## src/rtl/eep_pkg.sv

```systemverilog
// Shared definitions for the serial EEPROM target.
// Assumes: the word address is no wider than 16 bits.
package eep_pkg;

    // Fixed device-type nibble expected in the selection byte
    localparam logic [3:0] DEV_TYPE = 4'b1010;

    // Protocol engine states
    typedef enum logic [3:0] {
        ST_IDLE,   // waiting for START
        ST_DEV,    // receiving selection byte
        ST_AHI,    // receiving high word-address byte
        ST_ALO,    // receiving low word-address byte
        ST_WDATA,  // receiving data byte
        ST_WDONE,  // data staged, waiting for STOP
        ST_RD,     // shifting read data out
        ST_HOLD,   // silent until START or STOP
        ST_BUSY    // timed write cycle, bus ignored
    } eep_state_e;

endpackage

```

## src/rtl/eep_line_filter.sv

```systemverilog
// Synchronizes and deglitches a set of bus lines, then flags edges.
// Does: two flip-flop synchronizer, then a level that follows the
// synchronized input only after FILT_LEN consecutive differing cycles.
// Assumes: lines idle high; FILT_LEN >= 2.
module eep_line_filter #(
    parameter int LINES    = 2,
    parameter int FILT_LEN = 4
) (
    input  logic             clk,
    input  logic             rst_n,
    input  logic [LINES-1:0] raw_i,
    output logic [LINES-1:0] lvl_o,
    output logic [LINES-1:0] rise_o,
    output logic [LINES-1:0] fall_o
);
    localparam int CNT_W = $clog2(FILT_LEN);

    logic [LINES-1:0] sync1, sync2, prev;

    for (genvar i = 0; i < LINES; i++) begin : g_line
        logic [CNT_W-1:0] cnt;

        // Two-stage synchronizer into the clock domain
        always_ff @(posedge clk) begin
            if (!rst_n) begin
                sync1[i] <= 1'b1;
                sync2[i] <= 1'b1;
            end else begin
                sync1[i] <= raw_i[i];
                sync2[i] <= sync1[i];
            end
        end

        // Follow the synchronized input only once it has been stable long enough
        always_ff @(posedge clk) begin
            if (!rst_n) begin
                lvl_o[i] <= 1'b1;
                cnt      <= '0;
            end else if (sync2[i] == lvl_o[i]) begin
                cnt <= '0;
            end else if (cnt == CNT_W'(FILT_LEN - 1)) begin
                lvl_o[i] <= sync2[i];
                cnt      <= '0;
            end else begin
                cnt <= cnt + 1'b1;
            end
        end

        // Remember last filtered level for edge detection
        always_ff @(posedge clk) begin
            if (!rst_n) prev[i] <= 1'b1;
            else        prev[i] <= lvl_o[i];
        end

        assign rise_o[i] =  lvl_o[i] & ~prev[i];
        assign fall_o[i] = ~lvl_o[i] &  prev[i];

        AST_FILT_FROM_SYNC: assert property (@(posedge clk) disable iff (!rst_n)
            !$stable(lvl_o[i]) |-> ($past(sync2[i]) == lvl_o[i]));
    end

endmodule

```

## src/rtl/eep_regfile.sv

```systemverilog
// Byte-wide register file standing in for the storage array.
// Does: one synchronous write port and one combinational read port.
// Assumes: cleared to zero by reset.
module eep_regfile #(
    parameter int ADDR_W = 8,
    parameter int DATA_W = 8
) (
    input  logic              clk,
    input  logic              rst_n,
    input  logic              we_i,
    input  logic [ADDR_W-1:0] waddr_i,
    input  logic [DATA_W-1:0] wdata_i,
    input  logic [ADDR_W-1:0] raddr_i,
    output logic [DATA_W-1:0] rdata_o
);
    localparam int DEPTH = 1 << ADDR_W;

    logic [DATA_W-1:0] mem [DEPTH];

    // Clear on reset, otherwise store one byte per write strobe
    always_ff @(posedge clk) begin
        if (!rst_n) begin
            for (int i = 0; i < DEPTH; i++) mem[i] <= '0;
        end else if (we_i) begin
            mem[waddr_i] <= wdata_i;
        end
    end

    assign rdata_o = mem[raddr_i];

endmodule

```

## src/rtl/eep_wr_timer.sv

```systemverilog
// Counts out the internal write cycle.
// Does: loads TWR_CYC on a start pulse and reports busy until it reaches zero.
// Assumes: TWR_CYC >= 1.
module eep_wr_timer #(
    parameter int TWR_CYC = 5000
) (
    input  logic clk,
    input  logic rst_n,
    input  logic go_i,
    output logic busy_o
);
    localparam int CNT_W = $clog2(TWR_CYC + 1);

    logic [CNT_W-1:0] cnt;

    // Load on start, count down to zero
    always_ff @(posedge clk) begin
        if (!rst_n)          cnt <= '0;
        else if (go_i)       cnt <= CNT_W'(TWR_CYC);
        else if (cnt != '0)  cnt <= cnt - 1'b1;
    end

    assign busy_o = (cnt != '0);

    AST_TMR_BOUND: assert property (@(posedge clk) disable iff (!rst_n)
        (cnt != '0) |=> (cnt < $past(cnt)) || $past(go_i));

endmodule

```

## src/rtl/i2c_eeprom_target.sv

```systemverilog
// I2C target fronting a byte register file with EEPROM-like behaviour.
// Does: selection against straps, two-byte word address, single-byte
// write committed at STOP followed by a timed deaf period, current and
// random reads with pointer auto-increment, whole-array write protect.
// Assumes: ADDR_W <= 16; bus timing slow compared with clk (each SCL
// phase much longer than FILT_LEN + 3 clocks).
module i2c_eeprom_target
    import eep_pkg::*;
#(
    parameter int ADDR_W   = 8,
    parameter int FILT_LEN = 4,
    parameter int TWR_CYC  = 5000
) (
    input  logic       clk,
    input  logic       rst_n,
    input  logic       scl_i,
    input  logic       sda_i,
    output logic       sda_oe,
    input  logic [2:0] strap_i,
    input  logic       wp_i
);
    localparam int LN_SCL = 1;
    localparam int LN_SDA = 0;

    logic [1:0] lvl, rise, fall;
    logic       start_det, stop_det, scl_rise, scl_fall;

    eep_state_e        st;
    logic [3:0]        bit_cnt;
    logic [7:0]        sr, addr_hi, wdat, rd_sr, rdata;
    logic [ADDR_W-1:0] ptr;
    logic              dev_match, ack_now, commit, tmr_busy;

    eep_line_filter #(.LINES(2), .FILT_LEN(FILT_LEN)) u_filt (
        .clk(clk), .rst_n(rst_n), .raw_i({scl_i, sda_i}),
        .lvl_o(lvl), .rise_o(rise), .fall_o(fall)
    );

    eep_regfile #(.ADDR_W(ADDR_W), .DATA_W(8)) u_mem (
        .clk(clk), .rst_n(rst_n), .we_i(commit), .waddr_i(ptr),
        .wdata_i(wdat), .raddr_i(ptr), .rdata_o(rdata)
    );

    eep_wr_timer #(.TWR_CYC(TWR_CYC)) u_tmr (
        .clk(clk), .rst_n(rst_n), .go_i(commit), .busy_o(tmr_busy)
    );

    // Bus events from filtered levels
    assign start_det = lvl[LN_SCL] & fall[LN_SDA];
    assign stop_det  = lvl[LN_SCL] & rise[LN_SDA];
    assign scl_rise  = rise[LN_SCL];
    assign scl_fall  = fall[LN_SCL];

    // Selection match and acknowledge decision for the byte just received
    assign dev_match = (sr[7:4] == DEV_TYPE) && (sr[3:1] == strap_i);
    always_comb begin
        if (st == ST_DEV) ack_now = dev_match;
        else              ack_now = st inside {ST_AHI, ST_ALO, ST_WDATA};
    end

    // A STOP after a complete, unprotected write commits it
    assign commit = stop_det && (st == ST_WDONE) && !wp_i;

    // Protocol engine
    always_ff @(posedge clk) begin
        if (!rst_n) begin
            st      <= ST_IDLE;
            bit_cnt <= '0;
            sr      <= '0;
            addr_hi <= '0;
            wdat    <= '0;
            rd_sr   <= '0;
            ptr     <= '0;
            sda_oe  <= 1'b0;
        end else if (st == ST_BUSY) begin
            if (!tmr_busy) st <= ST_IDLE;
        end else if (start_det) begin
            st      <= ST_DEV;
            bit_cnt <= '0;
            sda_oe  <= 1'b0;
        end else if (stop_det) begin
            sda_oe <= 1'b0;
            if (commit) begin
                st  <= ST_BUSY;
                ptr <= ptr + 1'b1;
            end else begin
                st <= ST_IDLE;
            end
        end else if (st == ST_RD) begin
            if (scl_rise) begin
                if (bit_cnt < 4'd8) begin
                    bit_cnt <= bit_cnt + 4'd1;
                end else if (bit_cnt == 4'd8) begin
                    if (lvl[LN_SDA]) begin
                        st      <= ST_HOLD;
                        bit_cnt <= '0;
                    end else begin
                        bit_cnt <= 4'd9;
                    end
                end
            end else if (scl_fall) begin
                if (bit_cnt == 4'd9) begin
                    rd_sr   <= rdata;
                    sda_oe  <= ~rdata[7];
                    ptr     <= ptr + 1'b1;
                    bit_cnt <= '0;
                end else if (bit_cnt == 4'd8) begin
                    sda_oe <= 1'b0;
                end else begin
                    rd_sr  <= {rd_sr[6:0], 1'b0};
                    sda_oe <= ~rd_sr[6];
                end
            end
        end else if (st != ST_IDLE) begin
            if (scl_rise && bit_cnt < 4'd8) begin
                sr      <= {sr[6:0], lvl[LN_SDA]};
                bit_cnt <= bit_cnt + 4'd1;
            end else if (scl_fall && bit_cnt == 4'd8) begin
                bit_cnt <= 4'd9;
                sda_oe  <= ack_now;
                if (st == ST_DEV && !dev_match) st <= ST_IDLE;
            end else if (scl_fall && bit_cnt == 4'd9) begin
                bit_cnt <= '0;
                sda_oe  <= 1'b0;
                case (st)
                    ST_DEV: begin
                        if (sr[0]) begin
                            st     <= ST_RD;
                            rd_sr  <= rdata;
                            sda_oe <= ~rdata[7];
                            ptr    <= ptr + 1'b1;
                        end else begin
                            st <= ST_AHI;
                        end
                    end
                    ST_AHI: begin
                        addr_hi <= sr;
                        st      <= ST_ALO;
                    end
                    ST_ALO: begin
                        ptr <= ADDR_W'({addr_hi, sr});
                        st  <= ST_WDATA;
                    end
                    ST_WDATA: begin
                        wdat <= sr;
                        st   <= ST_WDONE;
                    end
                    default: ;
                endcase
            end
        end
    end

    AST_IDLE_QUIET: assert property (@(posedge clk) disable iff (!rst_n)
        (st == ST_IDLE) |-> !sda_oe);

    AST_BUSY_QUIET: assert property (@(posedge clk) disable iff (!rst_n)
        (st == ST_BUSY) |-> !sda_oe);

    AST_ACK_SLOT_ONLY: assert property (@(posedge clk) disable iff (!rst_n)
        (sda_oe && st != ST_RD) |-> (bit_cnt == 4'd9));

    AST_BUSY_FROM_STOP: assert property (@(posedge clk) disable iff (!rst_n)
        (st == ST_BUSY && $past(st) != ST_BUSY) |-> $past(stop_det && !wp_i && st == ST_WDONE));

    AST_WP_NO_CYCLE: assert property (@(posedge clk) disable iff (!rst_n)
        (wp_i && stop_det && st == ST_WDONE) |=> (st == ST_IDLE));

endmodule

```

## config.mk

```make
export PLATFORM = sky130hd
export DESIGN_NAME = i2c_eeprom_target
export DESIGN_NICKNAME = d
export VERILOG_FILES = /design/src/rtl/eep_pkg.sv /design/src/rtl/eep_line_filter.sv /design/src/rtl/eep_regfile.sv /design/src/rtl/eep_wr_timer.sv /design/src/rtl/i2c_eeprom_target.sv
export SDC_FILE = /design/constraint.sdc
export NUM_CORES = 2
export LEC_CHECK = 0
export BUFFER_PORTS_ARGS = -buffer_cell sky130_fd_sc_hd__buf_4
export CAP_MARGIN = 5
export CORE_ASPECT_RATIO = 1.4
export CORE_UTILIZATION = 40
export CTS_CLUSTER_SIZE = 30
export DETAILED_ROUTE_END_ITERATION = 6
export HOLD_SLACK_MARGIN = 0.06
export MAX_ROUTING_LAYER = met4
export PLACE_DENSITY = 0.51
export SYNTH_ARGS = -nofsm -noshare
export SYNTH_HDL_FRONTEND = slang
export SYNTH_SLANG_ARGS = --single-unit
```

## constraint.sdc

```tcl
create_clock -name clk -period 3.9 [get_ports clk]
set_input_delay 0.585 -clock clk [delete_from_list [all_inputs] [get_ports clk]]
set_output_delay 0.585 -clock clk [all_outputs]
set_load 0.05 [all_outputs]
```

After elaboration in Yosys (flattened, before gate mapping)
Memories as Yosys holds them, arrays and structs flattened. A register that Yosys moved wholly into a read port is not among the register bits.
Index checks and enable logic that the tools add are counted.

operators by class
  mux-type cells = 78
  divide/modulo/power cells = 0
  add/sub/neg operators = 5
  shifts and indexed selects = 0
  bitwise gates (word level) = 21
  order comparisons = 1
  reductions and logical operators = 40
  $mul = 0
  equal/unequal tests = 41

operators by type and width
  cell                                                 count
  2-to-1 mux 8 bit                                     15
  2-to-1 mux 4 bit                                     28
  2-to-1 mux 7 bit                                     11
  2-to-1 mux 13 bit                                    2
  AND reduction 12 bit                                 2
  != test 4 bit, second input constant                 5
  2-to-1 mux 1 bit                                     19
  equality test 4 bit, second input constant           4
  case mux 4 bit (4 select lines)                      1
  case mux 8 bit (2 select lines)                      1
  != test 5 bit, second input constant                 3
  inverter 1 bit                                       15
  nonzero test 5 bit                                   3
  nonzero test 13 bit                                  1
  subtractor 13 x 1 -> 13 bit, second input constant   1
  equality test 4 x 3 -> 1 bit, second input constant  3
  != test 2 bit, second input constant                 6
  != test 3 bit, second input constant                 4
  AND reduction 6 bit                                  2
  nonzero test 3 bit                                   4
  nonzero test 4 bit                                   3
  != test 5 x 4 -> 1 bit, second input constant        2
  AND reduction 10 bit                                 1
  nonzero test 2 bit                                   5
  other kinds (26)                                     45

word-level totals
  latch bits = 0
  memories = 1
  register bits = 65
  RAM bits = 2048
  word-level logic and storage cells = 206
  output and inout bits = 1
  memory bits (read-only) = 0

memories
  memory     words  width  read ports  clocked after memory_dff  write ports  RTL line           RTL
  u_mem.mem  256    8      1           1                         256          eep_regfile.sv:18  logic [DATA_W-1:0] mem [DEPTH];

Longest topological paths before layout
  depth after elaboration = 12
  gate-level depth with buffers = 13

Modules after synthesis
From an unflattened synthesis, not the netlist that was laid out.

unflattened totals
  cells, all modules = 7099
  area total of the unflattened synthesis = 99459.1 um^2

modules (own cells, without submodules)
  module             seq. area each (um^2)  instances  cells an instance  area each (um^2)
  eep_regfile        61499.0                1          6677               95840.7
  i2c_eeprom_target  800.8                  1          310                2504.9
  eep_wr_timer       260.2                  1          77                 684.4
  eep_line_filter    240.2                  1          35                 429.2

Worst setup path after synthesis
OpenSTA, ideal clock, no wires.

  path kind = reg2reg
  from = register u_filt.lvl_o[1]
  to = memory u_mem.mem[200][0] (enable)
  path slack = 0.648 ns
  arrival = 2.868 ns
  stages on the path, launching flop included = 9
  path buffers = 2
  library setup time = 0.384 ns
  clock period less this slack = 3.252 ns
  cells stage by stage = dfxtp_1 > nand2_1 > or2_1 > or4_4 > buf_2 > nor3b_4 > nand3_4 > clkbuf_1 > o21ai_0

RTL lines
  element                          RTL line               RTL
  start, declared                  eep_line_filter.sv:12  output logic [LINES-1:0] lvl_o,
  start signal, assigned by index  eep_line_filter.sv:42  lvl_o[i] <= sync2[i];
  end, declared                    eep_regfile.sv:18

==> results.cfg <==
[sta]
finalMaxSlewViolations = 0
final_hold_viol_count = 0
clock_skew_ns = 0.0631
finalCritPeriodShare_pct = 91.7
whs_ns = 0.171
setup_viol_count_final = 0
setup_ws_ns = 0.326
rsz0062_at_grt = false
period_needed_ns = 3.57
clock.fmax_mhz = 280
slew_headroom_pct = 31.8
worst_slew_pin_slew_ns = 1.02
fin_tns_setup_ns = 0

[critical_path]
rrSetupSlack_ns = 0.33
crit_cells = 8
cp.arrival_ns = 4.33
cp_max_fo = 18
crit_chain = inv_4 > nand2_1 > buf_4 > o22ai_1 > a211oi_1 > or3_1 > o2111ai_1 > a41oi_1
startpoint_type = flip-flop
slowest_stage = or3_1
end_kind = flip-flop
cp_data_required_time_ns = 4.66
path_class = flip-flop to flip-flop
critical-path-top-delay-family = simple AND/OR/NAND/NOR gates
cp_num_buf_inv = 2
slowest_delay_ns = 0.63
reg2reg_depth = 8

[clock_tree]
root_buffer = clkbuf_16
postCtsResizedCells = 0
clock_latency_ns = 0.89
ctsHtreeMaxLevel = 4
clkSlewWorstSetupHoldPaths_ns = 0.07
holdBufCountCts = 3
cts_made_buffers = 212
cts_buffer_depth = 4
cts.sinks = 2121
post_cts_buffers = 0
cts_tree = done

[placed_design]
globalplace.congestion = 0.912
dp_hpwl_um = 216000
preCtsSetupSlack_ns = 0.269
port_buffers = 8

[synth]
synthCells = 6878
yosys_register_bits = 2121
yosysTopAreaCell = edfxtp_1
synth_cell_type_count = 73
synth_top_cell_area_share_pct = 64.1
synth-main-ff-cell = edfxtp_1
synthTopCellsByArea = edfxtp_1 (64%), mux4_2 (11%), and3_1 (5.9%)
yosysWarnings = 0
ys_async_sr_fraction_pct = 0
synth_most_common_cell = edfxtp_1
synthTopCellsByCount = edfxtp_1 (2,048), nor2_1 (1,210), and3_1 (903), clkbuf_1 (522), mux4_2 (482)
syn-cell-area_mm2 = 0.0959
synth_edf_count = 2048
synth.avg_cell_area_um2 = 14.0
ys_seq_area_share_pct = 65.6
synth.net_count = 6898

[power_and_ir_drop]
p_leak_uw = 0.0375
ir_drop_mv = 0.366
p_per_area_mw_per_mm2 = 447

[die]
pin_count = 9
die_h_um = 582
core_mm2 = 0.238
start_util_pct = 40.2
die_area_mm2 = 0.242
rows = 212
dieWidth_um = 416

[detailed_routing]
drc = 0
route.vias.total = 60891
wl_um = 321000
dr.pass1.iters = 6
drt_iter0_drc = 6419
antenna_left = 0
drt-vias-per-instance = 5.97
wl_per_cell_um = 31.5

[global_routing]
grt_pass1_vias = 61114
antenna_found_initial = 13
grt_pass1_wl_um = 455000
overflow = 0
grt_usage_pct = 26.9
grt_max_degree = 74

[status]
status = finished clean

[min_path]
holdCritPathClass = input port to flip-flop
hold-path-cell-count = 3
min_from = wp_i

[finish]
synthToLayoutAreaGrowth_pct = 13.1
layout.nets = 6943
drive_gt1_share_pct = 19.6

[run]
max_cap_violations = 0
metal layers:
layer,up-vias,GRT usage (%),routed length (um)
li1,26025,-,-
met2,2350,45.9,165000
met5,-,-,0
met1,31983,32.4,122000
met3,533,3.15,18700
met4,0,10.8,14600
flip-flops by register name (all words and copies together) (netlist names), 4 cells and up, named ones only:
name and count:
u_tmr.cnt 13, bit_cnt 4, rd_sr 7, u_filt.g_line.cnt 4
u_mem.mem 2048, wdat 8, ptr 8, sr 8
st 4
kinds of logic (layout without fill, tap and decap cells):
group	Yosys count	count (layout)	synth area share (%)
mux	644	644	13.0
buf+inv	732	937	3.43
fa+ha+maj	13	13	0.167
flops	2121	2121	65.6
compound gates	522	522	3.51
other cells	0	5	0
simple gates	2832	2832	14.1
xor+xnor	14	14	0.128
placed cells by master (no fill, tap or decap), types with 51 or more instances in the layout:
cell / instances
buf_4: 473
mux2i_1: 151
buf_12: 67
o22ai_1: 62
clkbuf_16: 215
clkbuf_1: 51
o21ai_0: 176
a22oi_1: 73
dfxtp_1: 58
nand2_1: 477
and3_1: 903
mux4_2: 482
nor2_1: 1196
a21oi_1: 58
edfxtp_1: 2048
worst reg2reg max path, cell delays in order, from the launching register on:
cell and delay (ns):
dfxtp_4 0.49, inv_4 0.44, nand2_1 0.61, buf_4 0.40, o22ai_1 0.37, a211oi_1 0.11, or3_1 0.63, o2111ai_1 0.26
a41oi_1 0.16
final cells by class:
| cell class | instances | area, um2 |
|---|---|---|
| clock inverters | 104 | 1080 |
| inverters | 19 | 73.8 |
| diodes | 5 | 12.5 |
| clock buffers | 270 | 5630 |
| multi-input cells | 4025 | 29900 |
| flip-flops and latches | 2121 | 63000 |
| fillers | 21003 | 130000 |
| repair buffers | 544 | 4940 |
| well taps | 3103 | 3880 |
final timing paths:
path / endpoint
worst max register to register: rd_sr[1]
worst min register to register: u_filt.sync2[0]
worst min-delay path: u_tmr.cnt[9]
worst max-delay path: rd_sr[1]
stage by stage:
step / area (um2) / power, uW / std cells / util (%)
6_report: 109000 / 48500 / 10191 / 45.5
4_1_cts: 109000 / 48800 / 10186 / 45.5
3_5_place_dp: 102000 / 28500 / 9809 / 42.7
3_3_place_gp: 102000 / 28400 / 9809 / 42.7
5_1_grt: 109000 / 49700 / 10188 / 45.5
2_1_floorplan: 95900 / 27600 / 6878 / -
where the power goes:
group	total (uW)	internal, uW	leakage (uW)	switching [uW]
logic	1640	631	0.0140	1010
registers	26300	26000	0.0202	371
clock network	20600	11600	0.00327	8950
total	48500	38200	0.0375	10300
Note: power is estimated with default switching activity, not from simulation.
